$ cat src/rtl/tape_key_seek.sv
module tape_key_seek #(
  parameter int DIGITS = 12,
  parameter int MINW   = 10,
  parameter int SCANW  = 10,
  parameter int CNTW   = 16
) (
  input  logic                  clk,
  input  logic                  rst_n,
  input  logic                  start,
  input  logic                  op_scan,
  input  logic                  dir_rev,
  input  logic [4*DIGITS-1:0]   target,
  input  logic                  frame_vld,
  input  logic [3:0]            frame_dig,
  input  logic                  frame_par,
  input  logic                  frame_ctl,
  output logic                  busy,
  output logic                  done,
  output logic                  found,
  output logic [CNTW-1:0]       blk_cnt,
  output logic                  par_err,
  output logic                  fmt_err
);
  localparam int PW = $clog2(DIGITS + 1);
  localparam int WW = 7;
  localparam logic [PW-1:0] LASTP = PW'(DIGITS);
  localparam logic [WW-1:0] MINW_V = WW'(MINW);
  localparam logic [WW-1:0] SCAN_V = WW'(SCANW);
  localparam logic [1:0] C_EQ = 2'b00, C_GT = 2'b01, C_LT = 2'b10;

  typedef enum logic [1:0] {S_IDLE, S_SYNC, S_RUN} st_t;
  st_t st;

  logic [4*DIGITS-1:0] tgt_q;
  logic scan_q, rev_q, last_ge;
  logic [PW-1:0] pos, didx;
  logic [WW-1:0] widx;
  logic [1:0] cmp, cmp_nx;
  logic [3:0] tdig;
  logic par_bad, is_digit, word_end, ge, hit;

  assign busy     = (st != S_IDLE);
  assign par_bad  = ^{frame_ctl, frame_par, frame_dig};
  assign is_digit = rev_q ? (pos != '0) : (pos != LASTP);
  assign word_end = (pos == LASTP);
  assign didx     = !is_digit ? '0 : rev_q ? pos - 1'b1 : LASTP - 1'b1 - pos;
  assign tdig     = tgt_q[{didx, 2'b00} +: 4];

  always_comb begin
    cmp_nx = cmp;
    if (is_digit && frame_dig != tdig && (rev_q || cmp == C_EQ))
      cmp_nx = (frame_dig > tdig) ? C_GT : C_LT;
  end

  assign ge  = (cmp_nx != C_LT);
  assign hit = scan_q ? (widx < SCAN_V && cmp_nx == C_EQ) : (!rev_q && widx == '0 && ge);

  always_ff @(posedge clk) begin
    if (!rst_n) begin
      st <= S_IDLE; tgt_q <= '0; scan_q <= 1'b0; rev_q <= 1'b0; last_ge <= 1'b0;
      pos <= '0; widx <= '0; cmp <= C_EQ; done <= 1'b0; found <= 1'b0;
      blk_cnt <= '0; par_err <= 1'b0; fmt_err <= 1'b0;
    end else begin
      done  <= 1'b0;
      found <= 1'b0;
      if (st == S_IDLE) begin
        if (start) begin
          st <= S_SYNC; tgt_q <= target; scan_q <= op_scan; rev_q <= dir_rev & ~op_scan;
          blk_cnt <= '0; par_err <= 1'b0; fmt_err <= 1'b0;
        end
      end else if (frame_vld) begin
        if (par_bad) begin
          par_err <= 1'b1; done <= 1'b1; st <= S_IDLE;
        end else if (frame_ctl) begin
          pos <= '0; widx <= '0; cmp <= C_EQ;
          if (st == S_SYNC) st <= S_RUN;
          else if (pos != '0 || widx < MINW_V) begin
            fmt_err <= 1'b1; done <= 1'b1; st <= S_IDLE;
          end else if (rev_q && !last_ge) begin
            found <= 1'b1; done <= 1'b1; st <= S_IDLE;
          end else blk_cnt <= blk_cnt + 1'b1;
        end else if (st == S_RUN) begin
          if (word_end) begin
            pos <= '0; cmp <= C_EQ; last_ge <= ge;
            if (widx != '1) widx <= widx + 1'b1;
            if (hit) begin
              found <= 1'b1; done <= 1'b1; st <= S_IDLE;
            end
          end else begin
            pos <= pos + 1'b1; cmp <= cmp_nx;
          end
        end
      end
    end
  end
endmodule

$ cat config.mk
export PLATFORM = sky130hd
export DESIGN_NAME = tape_key_seek
export DESIGN_NICKNAME = d
export VERILOG_FILES = /design/src/rtl/tape_key_seek.sv
export SDC_FILE = /design/constraint.sdc
export NUM_CORES = 1
export LEC_CHECK = 0
export ABC_AREA = 1
export BUFFER_PORTS_ARGS = -buffer_cell sky130_fd_sc_hd__buf_4
export CAP_MARGIN = 15
export CORE_MARGIN = 3
export CORE_UTILIZATION = 60
export CTS_BUF_LIST = sky130_fd_sc_hd__clkbuf_8 sky130_fd_sc_hd__clkbuf_16
export CTS_CLUSTER_DIAMETER = 50
export DETAILED_ROUTE_END_ITERATION = 10
export PLACE_DENSITY = 0.86
export REMOVE_ABC_BUFFERS = 1
export SLEW_MARGIN = 20
export SYNTH_ARGS = -nofsm -noshare
export SYNTH_HDL_FRONTEND = slang
export SYNTH_SLANG_ARGS = --single-unit
$ cat constraint.sdc
create_clock -name clk -period 7.05 [get_ports clk]
set_clock_uncertainty 0.2 [all_clocks]
set_input_delay 1.41 -clock clk [delete_from_list [all_inputs] [get_ports clk]]
set_output_delay 1.41 -clock clk [all_outputs]
set_load 0.005 [all_outputs]
==> results of run 1 <==
power by group:
group          leakage (nW)  internal (W)  switching, W  total (W)
Sequential            0.705      0.000583     0.0000742   0.000657
Combinational          1.54      0.000222      0.000411   0.000634
Clock                0.0983      0.000172      0.000175   0.000347
Total                  2.34      0.000977      0.000661    0.00164
metal layers:
| layer | vias to the layer above | share of wire |
|---|---|---|
| met3 | 31 | 0.047 |
| met2 | 132 | 0.50 |
| met4 | 0 | 0.025 |
| met1 | 2140 | 0.43 |
| li1 | 2363 | - |
| met5 | - | 0 |
area by class of cell:
type	count	area share
Sequential cell	86	0.319
Clock inverter	5	0.0111
Clock buffer	10	0.0255
Multi-Input combinational cell	521	0.470
Tap cell	99	0.0229
Inverter	55	0.0392
Timing Repair Buffer	81	0.113
worst min path at each step:
stage | from | to | slack, ns | cells past startpoint
final | fmt_err | fmt_err | 0.27 | 2
after global routing | fmt_err | fmt_err | 0.29 | 2
after CTS | fmt_err | fmt_err | 0.27 | 2
after detailed placement | fmt_err | fmt_err | 0.25 | 2
after global placement | fmt_err | fmt_err | 0.25 | 2
after floorplan | tgt_q[34] | tgt_q[34] | 0.23 | 2
cells in the mapped netlist:
cell	instances
xnor2_1	2
buf_2	7
nand2_4	1
nand3_1	58
a211oi_1	1
a21boi_4	1
a21oi_1	26
o21bai_1	1
a21oi_2	10
nor3b_1	3
inv_6	1
xor2_1	14
ha_1	11
dfxtp_1	86
nand4_1	7
nand2_2	11
o21ai_1	5
nor2_1	151
o221ai_1	4
nor2_2	1
clkinv_1	1
nand2_1	129
buf_6	2
inv_1	49
nor3_2	1
inv_2	4
clkbuf_1	19
nor2_8	1
nor4_1	1
o22ai_1	4
nor3_1	8
o21ai_0	70
stage by stage:
stage | hold slack (ns) | setup WS [ns] | area [µm²]
3_3_place_gp | 0.247 | 3.13 | 5200
5_1_grt | 0.290 | 2.28 | 5400
3_5_place_dp | 0.255 | 2.81 | 5200
4_1_cts | 0.267 | 2.79 | 5400
6_report | 0.266 | 2.76 | 5400
2_1_floorplan | 0.229 | 3.55 | 4470
cell families (layout without fill, tap and decap cells):
| group | Yosys count | after routing | synth area share |
|---|---|---|---|
| simple gates | 372 | 372 | 0.342 |
| compound gates | 122 | 122 | 0.149 |
| flops | 86 | 86 | 0.375 |
| buf+inv | 83 | 151 | 0.0740 |
| xor+xnor | 16 | 16 | 0.0305 |
| fa+ha+maj | 11 | 11 | 0.0299 |
registers in the layout, indices dropped and copies added (netlist names):
register  cells
tgt_q        48
blk_cnt      16
widx          7
pos           4
cmp           2
st            2
done          1
fmt_err       1
found         1
last_ge       1
par_err       1
rev_q         1
scan_q        1
worst register-to-register path, stage by stage (launching register included):
cell     delay, ns
dfxtp_1       0.41
inv_1         0.25
ha_1          0.32
nand2_1       0.11
nor2_1        0.05
nor2_1        0.18
nand2_1       0.50
inv_2         0.35
o21ai_0       0.12
inv_1         0.08
o21ai_1       0.06
nand3_1       0.11
nand3_1       0.07
nand2_1       0.07
inv_1         0.04
ha_1          0.29
nand2_1       0.09
inv_1         0.05
nand2_1       0.06
nand2_1       0.06
nor2_1        0.09
nand2_1       0.11
nand3_1       0.14
nand3_1       0.09
nand2_1       0.11
nand3_1       0.08
nand2_1       0.07
nor2_1        0.04
==> out/qor.txt, run 1 <==
status = complete, no violations
final net count = 825
Synth area leaders = dfxtp_1, nor2_1, nand2_1
fmax = 233 MHz
Detailed Route WL = 11.1 mm
die area = 0.00875 mm²
initial antenna violation count = 0
synthesized instance count = 690
share of the synthesized area in the top cell type = 0.375
R2R setup slack = 2.76 ns
Yosys warning count = 0
HPWL after detailed placement = 8.19 mm
Die X = 93.5 µm
Sum Neg Setup Slack = 0 ns
first-pass GRT wire length = 18.6 mm
CP Launch Type = register
clk sinks = 86
Crit Path Max Fanout = 27
Syn-to-layout area delta = 17.4%
FF/Latch Area = 0.00172 mm²
starting density of the core = 0.627
Longest Clk Path Bufs = 2
CP peak stage delay = 0.50 ns
CP startpoint = pos[0]
Root Driver = clkbuf_8
GR Util met1 = 0.314
placed instance count = 842
met2 global-route usage = 0.454
Vias per Instance = 5.44
Multi-input gate area = 0.00253 mm²
CTS tree = built
total CTS buffers = 9
share of cells above drive strength 1 = 0.168
htree depth = 3
Yosys top cell by area = dfxtp_1
crit end category = register
leading cell type in the layout, fill and taps excluded = nor2_1
Mapped Area = 0.00460 mm²
largest net degree at the start of global routing = 58
wire per inst = 13.0 µm
sequential fraction of the synthesis area = 0.375
RSZ-0062 raised after global routing = false
# diodes = 0
DRT iter0 DRCs = 220
Final Total Pwr = 0.00164 W
Leakage = 2.34 nW
cell mode on critical path = nand2_1
most frequent cells in the layout = nor2_1, nand2_1, dfxtp_1
fin crit share = 0.608
DRC violations left = 0
utilization after layout = 0.736
Worst Path Arrival = 4.34 ns
final setup violation count = 0
Rows = 31
Crit path depth = 27
Tmin final = 4.29 ns
cell count of the worst reg-to-reg path = 27
CP required = 7.10 ns
Clock Latency Late Sink = 0.35 ns
I/O Buffers = 80
# IOs = 81
crit path buf inv count = 5
GR Overflow Total = 0
Gates resized, CTS repair = 0
Slew @ Worst Pin = 0.812 ns
pwr/cell area = 303 mW/mm²
CP Capture Point = st[1]
Avg Cell Area, Syn = 6.66 µm²
Antenna Violating Nets Remaining = 0
die outline height = 93.5 µm
Layout Cells excl Fill = 857
vias post-DR = 4666
WS Path Type = reg2reg
# fillers = 622
delay-heaviest family, CP = simple AND/OR/NAND/NOR gates
IR drop worst, VDD = 0.000221 V
slowest cell on the critical path = nand2_1
count of final max-slew check failures = 0
vias in the first global route = 4450
final hold vios = 0
busiest grt layer = met2
Pre-Repair DR Iteration Count = 5
post-synthesis register bit count = 86
Slew HR = 0.458
Hold Crit Class = reg2reg
clk slew on worst S/H paths = 0.08 ns
RR Startpoint = pos[0]
Max Cap Viol = 0
grt met3 use = 0.0402
Placer Congestion = 0.887
worst r2r dst = st[1]
hold buffers post-CTS = 0
Core ar. = 0.00733 mm²
Synth cell types = 32
global-route usage over all layers = 0.261
# Post-CTS Setup Buffers = 0
Note: power is estimated with default switching activity, not from simulation.
==> run 2: changes to the inputs <==
--- a/config.mk
+++ b/config.mk
@@ -5,15 +5,15 @@
 export SDC_FILE = /design/constraint.sdc
 export NUM_CORES = 1
 export LEC_CHECK = 0
-export ABC_AREA = 1
+export ABC_AREA = 0
 export BUFFER_PORTS_ARGS = -buffer_cell sky130_fd_sc_hd__buf_4
 export CAP_MARGIN = 15
 export CORE_MARGIN = 3
-export CORE_UTILIZATION = 60
+export CORE_UTILIZATION = 50
 export CTS_BUF_LIST = sky130_fd_sc_hd__clkbuf_8 sky130_fd_sc_hd__clkbuf_16
 export CTS_CLUSTER_DIAMETER = 50
 export DETAILED_ROUTE_END_ITERATION = 10
-export PLACE_DENSITY = 0.86
+export PLACE_DENSITY = 0.77
 export REMOVE_ABC_BUFFERS = 1
 export SLEW_MARGIN = 20
 export SYNTH_ARGS = -nofsm -noshare
==> constraint.sdc (replaced) <==
create_clock -name clk -period 3.9 [get_ports clk]
set_clock_uncertainty 0.2 [all_clocks]
set_input_delay 0.78 -clock clk [delete_from_list [all_inputs] [get_ports clk]]
set_output_delay 0.78 -clock clk [all_outputs]
set_load 0.005 [all_outputs]
==> run 2 against run 1 <==
  * First-iteration DRC count shrank 5.9%
  * Synthesized cell count shrank 22%
  * Critical endpoint is now found
  * Utilization shrank 9.3 points
  * Non-clock buffer count grew 16
  * Critical path depth shrank 13
  * Clock-buffer cell count shrank 1
  * Final cell count shrank 15%
  * Sequential power grew 44%
  * Highest routed layer unchanged
  * Via count shrank 11%
  * Critical path type unchanged
  * Setup slack lost 2.5 ns
  * Clock power grew 89%
==> out/qor.txt, run 2 <==
Avg Cell Area, Syn = 8.15 µm² (was 6.66 µm²)
GR Overflow Total = 0 (unchanged)
Synth Flop Type = dfxtp_1 (unchanged)
Core ar. = 0.00838 mm² (was 0.00733 mm²)
Yosys warning count = 0 (unchanged)
status = complete, no violations (unchanged)
htree depth = 3 (unchanged)
Longest Clk Path Bufs = 2 (unchanged)
leading cell type in the layout, fill and taps excluded = nand2_1 (was nor2_1)
DRC violations left = 0 (unchanged)
Root Driver = clkbuf_8 (unchanged)
clk slew on worst S/H paths = 0.09 ns (was 0.08 ns)
Tmin final = 3.61 ns (was 4.29 ns)
Slew HR = 0.500 (was 0.458)
Post-Place Worst Slack = 0.132 ns (was 2.81 ns)
Mapped Area = 0.00441 mm² (was 0.00460 mm²)
slowest cell on the critical path = mux4_2 (was nand2_1)
fmax = 277 MHz (was 233 MHz)
Rows = 33 (was 31)
CP Launch Type = register (unchanged)
Max Cap Viol = 0 (unchanged)
HPWL after detailed placement = 8.19 mm (about the same)
most frequent cells in the layout = nand2_1, buf_4, dfxtp_1 (was nor2_1, nand2_1, dfxtp_1)
CP required = 3.94 ns (was 7.10 ns)
pwr/cell area = 357 mW/mm² (was 303 mW/mm²)
count of final max-slew check failures = 0 (unchanged)
Clock Latency Late Sink = 0.37 ns (was 0.35 ns)
Vias per Instance = 5.71 (was 5.44)
Hold Crit Class = reg2reg (unchanged)
final setup violation count = 0 (unchanged)
die outline height = 99.9 µm (was 93.5 µm)
die area = 0.00998 mm² (was 0.00875 mm²)
global-route usage over all layers = 0.225 (was 0.261)
total CTS buffers = 9 (unchanged)
sequential fraction of the synthesis area = 0.390 (was 0.375)
synthesized instance count = 541 (was 690)
starting density of the core = 0.526 (was 0.627)
Die X = 99.9 µm (was 93.5 µm)
Syn-to-layout area delta = 22.2% (was 17.4%)
number of flops mapped to enable cells by yosys = 0 (unchanged)
hold_sp = tgt_q[22] (was fmt_err)
final net count = 690 (was 825)
RSZ-0062 raised after global routing = false (unchanged)
I/O Buffers = 80 (unchanged)
Yosys top cell by area = dfxtp_1 (unchanged)
# diodes = 0 (unchanged)
vias post-DR = 4160 (was 4666)
share of cells above drive strength 1 = 0.228 (was 0.168)
first-pass GRT wire length = 18.4 mm (was 18.6 mm)
fraction of registers with async set/reset = 0 (unchanged)
post-synthesis register bit count = 86 (unchanged)
Slew @ Worst Pin = 0.746 ns (was 0.812 ns)
# fillers = 753 (was 622)
fin crit share = 0.926 (was 0.608)
hold buffers post-CTS = 0 (unchanged)
crit-path cells = inv_1, ha_1, mux2_2, a21oi_4, mux4_2, nand2_1, a31o_2, ha_1, nor2b_1, o21a_1, o21a_1, o21a_1, o21ai_0, a21oi_1
most frequent cells after synthesis = nand2_1, dfxtp_1, a21oi_1, nor2_1, clkbuf_1 (was nor2_1, nand2_1, dfxtp_1, o21ai_0, nand3_1)
RR Startpoint = pos[3] (was pos[0])
initial antenna violation count = 0 (unchanged)
cell mode on critical path = o21a_1 (was nand2_1)
Worst Path Arrival = 3.65 ns (was 4.34 ns)
Pre-Repair DR Iteration Count = 5 (unchanged)
wire per inst = 15.4 µm (was 13.0 µm)
Placer Congestion = 0.889 (was 0.887)
CP peak stage delay = 0.55 ns (was 0.50 ns)
IR drop worst, VDD = 0.000262 V (was 0.000221 V)
Sum Neg Setup Slack = 0 ns (unchanged)
CTS tree = built (unchanged)
final hold vios = 0 (unchanged)
final worst slack = 0.287 ns (was 2.76 ns)
Largest register FFs = 48 (unchanged)
Detailed Route WL = 11.3 mm (was 11.1 mm)
Antenna Violating Nets Remaining = 0 (unchanged)
share of the synthesized area in the top cell type = 0.390 (was 0.375)
Synth area leaders = dfxtp_1, nand2_1, a21oi_1 (was dfxtp_1, nor2_1, nand2_1)
clk sinks = 86 (unchanged)
CP startpoint = pos[3] (was pos[0])
DRT iter0 DRCs = 207 (was 220)
crit end category = register (unchanged)
largest registers = tgt_q: 48 flops, blk_cnt: 16 flops, widx: 7 flops (unchanged)
largest net degree at the start of global routing = 53 (was 58)
vias in the first global route = 3893 (was 4450)
Leakage = 2.07 nW (was 2.34 nW)
Synth cell types = 58 (was 32)
WS Path Type = reg2reg (unchanged)
Reg with most FFs = tgt_q (unchanged)
Crit Path Max Fanout = 7 (was 27)
cell with the most instances after synthesis = nand2_1 (was nor2_1)
# IOs = 81 (unchanged)
run 2: cell count changes after synthesis, moves of 10 or more:
cell     delta
o21ai_0    -61
nand2_1    -10
xor2_1     -12
nor2_1    -116
nand3_1    -42
inv_1      -32
nand2_2    -11
xnor2_1    +17
a21oi_1    +40
run 2: final timing paths:
check                   end  slack (ns)  cells past startpoint
setup reg to reg      found        0.29                     14
hold reg to reg   tgt_q[22]        0.26                      2
hold / removal    tgt_q[22]        0.26                      2
setup / recovery      found        0.29                     14
run 2: stage by stage:
stage | util | power [W] | std cells | hold WS (ns) | instance area, µm²
global placement | 0.614 | 0.00127 | 712 | 0.245 | 5150
CTS | 0.639 | 0.00193 | 728 | 0.257 | 5350
global route | 0.643 | 0.00200 | 729 | 0.280 | 5390
floorplan | - | 0.00115 | 511 | 0.233 | 4280
finish | 0.643 | 0.00192 | 729 | 0.257 | 5390
detailed placement | 0.614 | 0.00128 | 712 | 0.244 | 5150
run 2: critical path, delay by kind of cell, from the launching register on:
kind                       cells  cell delay [ns]
buffers and inverters          1             0.09
muxes                          2             0.86
DFF                            1             0.37
AOI/OAI and AO/OA              7             1.32
adders and majority gates      2             0.43
and+or+nand+nor                2             0.21
run 2: cell families (layout without fill, tap and decap cells):
group,after synthesis,after routing,synth area share
AND/OR/NAND/NOR,228,228,0.251
buffers and inverters,48,131,0.0440
XOR/XNOR,23,23,0.0533
AO/OA/AOI/OAI,131,131,0.187
flip-flops,86,86,0.390
multiplexers,14,14,0.0434
adder cells (fa/ha/maj),11,11,0.0312
run 2: cell type report:
class / instances / area [µm²] / area share
Multi-Input combinational cell: 407 / 2530 / 0.470
Sequential cell: 86 / 1720 / 0.320
Timing Repair Buffer: 97 / 732 / 0.136
Tap cell: 105 / 131 / 0.0244
Clock buffer: 9 / 124 / 0.0230
Clock inverter: 7 / 80.1 / 0.0149
Inverter: 18 / 67.6 / 0.0125
run 2: metal layers:
| metal | vias up | global-route usage | share of wire |
|---|---|---|---|
| met3 | 11 | 0.0438 | 0.061 |
| met2 | 124 | 0.358 | 0.47 |
| met5 | - | 0 | 0 |
| met1 | 1958 | 0.310 | 0.46 |
| li1 | 2067 | - | - |
| met4 | 0 | 0.0662 | 0.0090 |
run 2: timing repair:
action	4_1_cts	5_1_grt
resized for setup	0	9
setup buffers	0	1
setup endpoints to repair	0	3
run 2: power breakdown:
part	total (W)	internal, W	switching (W)
clock network	0.000657	0.000305	0.000352
logic	0.000321	0.000141	0.000180
registers	0.000946	0.000917	0.0000288
==> run 3: changes to the inputs <==
--- a/config.mk
+++ b/config.mk
@@ -13,7 +13,7 @@
 export CTS_BUF_LIST = sky130_fd_sc_hd__clkbuf_8 sky130_fd_sc_hd__clkbuf_16
 export CTS_CLUSTER_DIAMETER = 50
 export DETAILED_ROUTE_END_ITERATION = 10
-export PLACE_DENSITY = 0.77
+export PLACE_DENSITY = 0.78
 export REMOVE_ABC_BUFFERS = 1
 export SLEW_MARGIN = 20
 export SYNTH_ARGS = -nofsm -noshare
==> run 3 against run 2 <==
  * Via count about the same
  * Clock power decreased by 13%
  * Global-route usage up 0.50 points
  * Critical path depth rose by 1
  * Sequential share of layout area down 0.10 points
  * Flip-flop and latch count stayed put
  * Sequential power about the same
  * Final cell count is 0.55% higher
  * Total power fell by 4.2%
  * Wire length is 1.8% higher
  * Critical endpoint is now done
==> out/qor.txt, run 3 (same netlist as run 2, synthesis figures left out) <==
status = complete, no violations (unchanged)
HPWL after detailed placement = 8.24 mm (was 8.19 mm)
largest registers = tgt_q: 48 flops, blk_cnt: 16 flops, widx: 7 flops (unchanged)
Longest Clk Path Bufs = 2 (unchanged)
cell mode on critical path = o21a_1 (unchanged)
initial antenna violation count = 0 (unchanged)
RSZ-0062 raised after global routing = false (unchanged)
CP peak stage delay = 0.49 ns (was 0.55 ns)
Placement Cell Area = 0.00517 mm² (was 0.00515 mm²)
crit-path cells = inv_1, ha_1, mux2_2, a21oi_4, buf_4, mux4_2, nand2_1, a31o_2, ha_1, nor2b_1, o21a_1, o21a_1, o21a_1, o21ai_0, a211oi_1 (was inv_1, ha_1, mux2_2, a21oi_4, mux4_2, nand2_1, a31o_2, ha_1, nor2b_1, o21a_1, o21a_1, o21a_1, o21ai_0, a21oi_1)
WS Path Type = reg2reg (unchanged)
share of cells above drive strength 1 = 0.232 (was 0.228)
CTS tree = built (unchanged)
Root Driver = clkbuf_8 (unchanged)
CP required = 3.93 ns (was 3.94 ns)
Final Total Pwr = 0.00184 W (was 0.00192 W)
Clock Latency Late Sink = 0.35 ns (was 0.37 ns)
Core ar. = 0.00838 mm² (unchanged)
fmax = 270 MHz (was 277 MHz)
pwr/cell area = 341 mW/mm² (was 357 mW/mm²)
total CTS buffers = 9 (unchanged)
I/O Buffers = 80 (unchanged)
final hold vios = 0 (unchanged)
Vias per Instance = 5.68 (was 5.71)
starting density of the core = 0.526 (unchanged)
largest net degree at the start of global routing = 53 (unchanged)
clk sinks = 86 (unchanged)
Worst Path Arrival = 3.73 ns (was 3.65 ns)
Placer Congestion = 0.973 (was 0.889)
Die X = 99.9 µm (unchanged)
Detailed Route WL = 11.5 mm (was 11.3 mm)
Slew @ Worst Pin = 0.745 ns (was 0.746 ns)
Crit Path Max Fanout = 6 (was 7)
Slew HR = 0.499 (was 0.500)
DRT iter0 DRCs = 262 (was 207)
Reg with most FFs = tgt_q (unchanged)
Layout Cells excl Fill = 733 (was 729)
vias in the first global route = 3955 (was 3893)
htree depth = 3 (unchanged)
DRC violations left = 0 (unchanged)
fin area = 0.00541 mm² (was 0.00539 mm²)
count of final max-slew check failures = 0 (unchanged)
Tmin final = 3.70 ns (was 3.61 ns)
Rows = 33 (unchanged)
IR drop worst, VDD = 0.000194 V (was 0.000262 V)
vias post-DR = 4164 (was 4160)
# diodes = 0 (unchanged)
die outline height = 99.9 µm (unchanged)
Largest register FFs = 48 (unchanged)
final setup violation count = 0 (unchanged)
CP Launch Type = register (unchanged)
first-pass GRT wire length = 18.8 mm (was 18.4 mm)
fin crit share = 0.950 (was 0.926)
wire per inst = 15.6 µm (was 15.4 µm)
leading cell type in the layout, fill and taps excluded = nand2_1 (unchanged)
Hold Crit Class = reg2reg (unchanged)
die area = 0.00998 mm² (unchanged)
Antenna Violating Nets Remaining = 0 (unchanged)
Syn-to-layout area delta = 22.6% (was 22.2%)
GR Overflow Total = 0 (unchanged)
Max Cap Viol = 0 (unchanged)
Pre-Repair DR Iteration Count = 5 (unchanged)
slowest cell on the critical path = mux4_2 (unchanged)
clk slew on worst S/H paths = 0.09 ns (about the same)
most frequent cells in the layout = nand2_1, buf_4, dfxtp_1 (unchanged)
placed instance count = 715 (was 712)
Leakage = 2.09 nW (was 2.07 nW)
# IOs = 81 (unchanged)
crit end category = register (unchanged)
utilization after layout = 0.645 (was 0.643)
global-route usage over all layers = 0.230 (was 0.225)
final net count = 695 (was 690)
[run 3: cell types whose count changed in the layout (fill, tap and decap cells not counted), sizes merged]
cell / previous run / this run
buf: 97 / 102
bufinv: 1 / 0
clkinvlp: 1 / 2
inv: 20 / 19
[run 3: worst paths after layout]
kind | cells after the start | slack, ns | end | start
worst min register to register | 2 | 0.26 | tgt_q[17] | tgt_q[17]
worst max register to register | 15 | 0.20 | done | pos[2]
worst min-delay path | 2 | 0.26 | tgt_q[17] | tgt_q[17]
worst max-delay path | 15 | 0.20 | done | pos[2]
[run 3: report_power, final]
part           internal, W  leakage, nW  total (W)  switching (W)
Clock             0.000232       0.0821   0.000569       0.000337
Combinational     0.000143         1.30   0.000326       0.000183
Sequential        0.000917        0.702   0.000946      0.0000294
[run 3: final cells by class]
type / instances / area, µm²
clock buffer: 9 / 124
clock inverter: 6 / 46.3
fill: 759 / 2970
inverter: 18 / 67.6
multi-input combinational: 407 / 2550
sequential: 86 / 1720
tap: 105 / 131
timing repair buffer: 102 / 766
[run 3: timing repair]
| action | in CTS | in global routing |
|---|---|---|
| setup buffers | 0 | 3 |
| setup endpoints to repair | 2 | 3 |
| hold buffers | 0 | 0 |
| pin swaps | 0 | 1 |
| gates cloned | 0 | 0 |
| resized for setup | 1 | 9 |
[run 3: routing by layer]
layer	global-route usage	vias up	wire length, µm
met4	0.0567	0	138
met1	0.324	1951	5460
met3	0.0479	13	569
li1	-	2078	-
met5	0	-	0
met2	0.361	122	5280
[run 3: metrics by stage]
step                      hold WS [ns]  setup WS, ns  setup TNS (ns)
after CTS                        0.259        0.0806               0
after global routing             0.284        0.0116               0
after floorplan                  0.233        -0.216           -1.04
final                            0.260         0.197               0
after global placement           0.245         0.130               0
after detailed placement         0.248       -0.0361         -0.0361
[run 3: worst max-delay path: cells and delay by family, from the launching register on]
kind,cells,cell delay [ns]
AOI/OAI and AO/OA,7,1.28
adders and majority gates,2,0.44
buffers and inverters,2,0.23
DFF,1,0.39
muxes,2,0.81
and+or+nand+nor,2,0.22
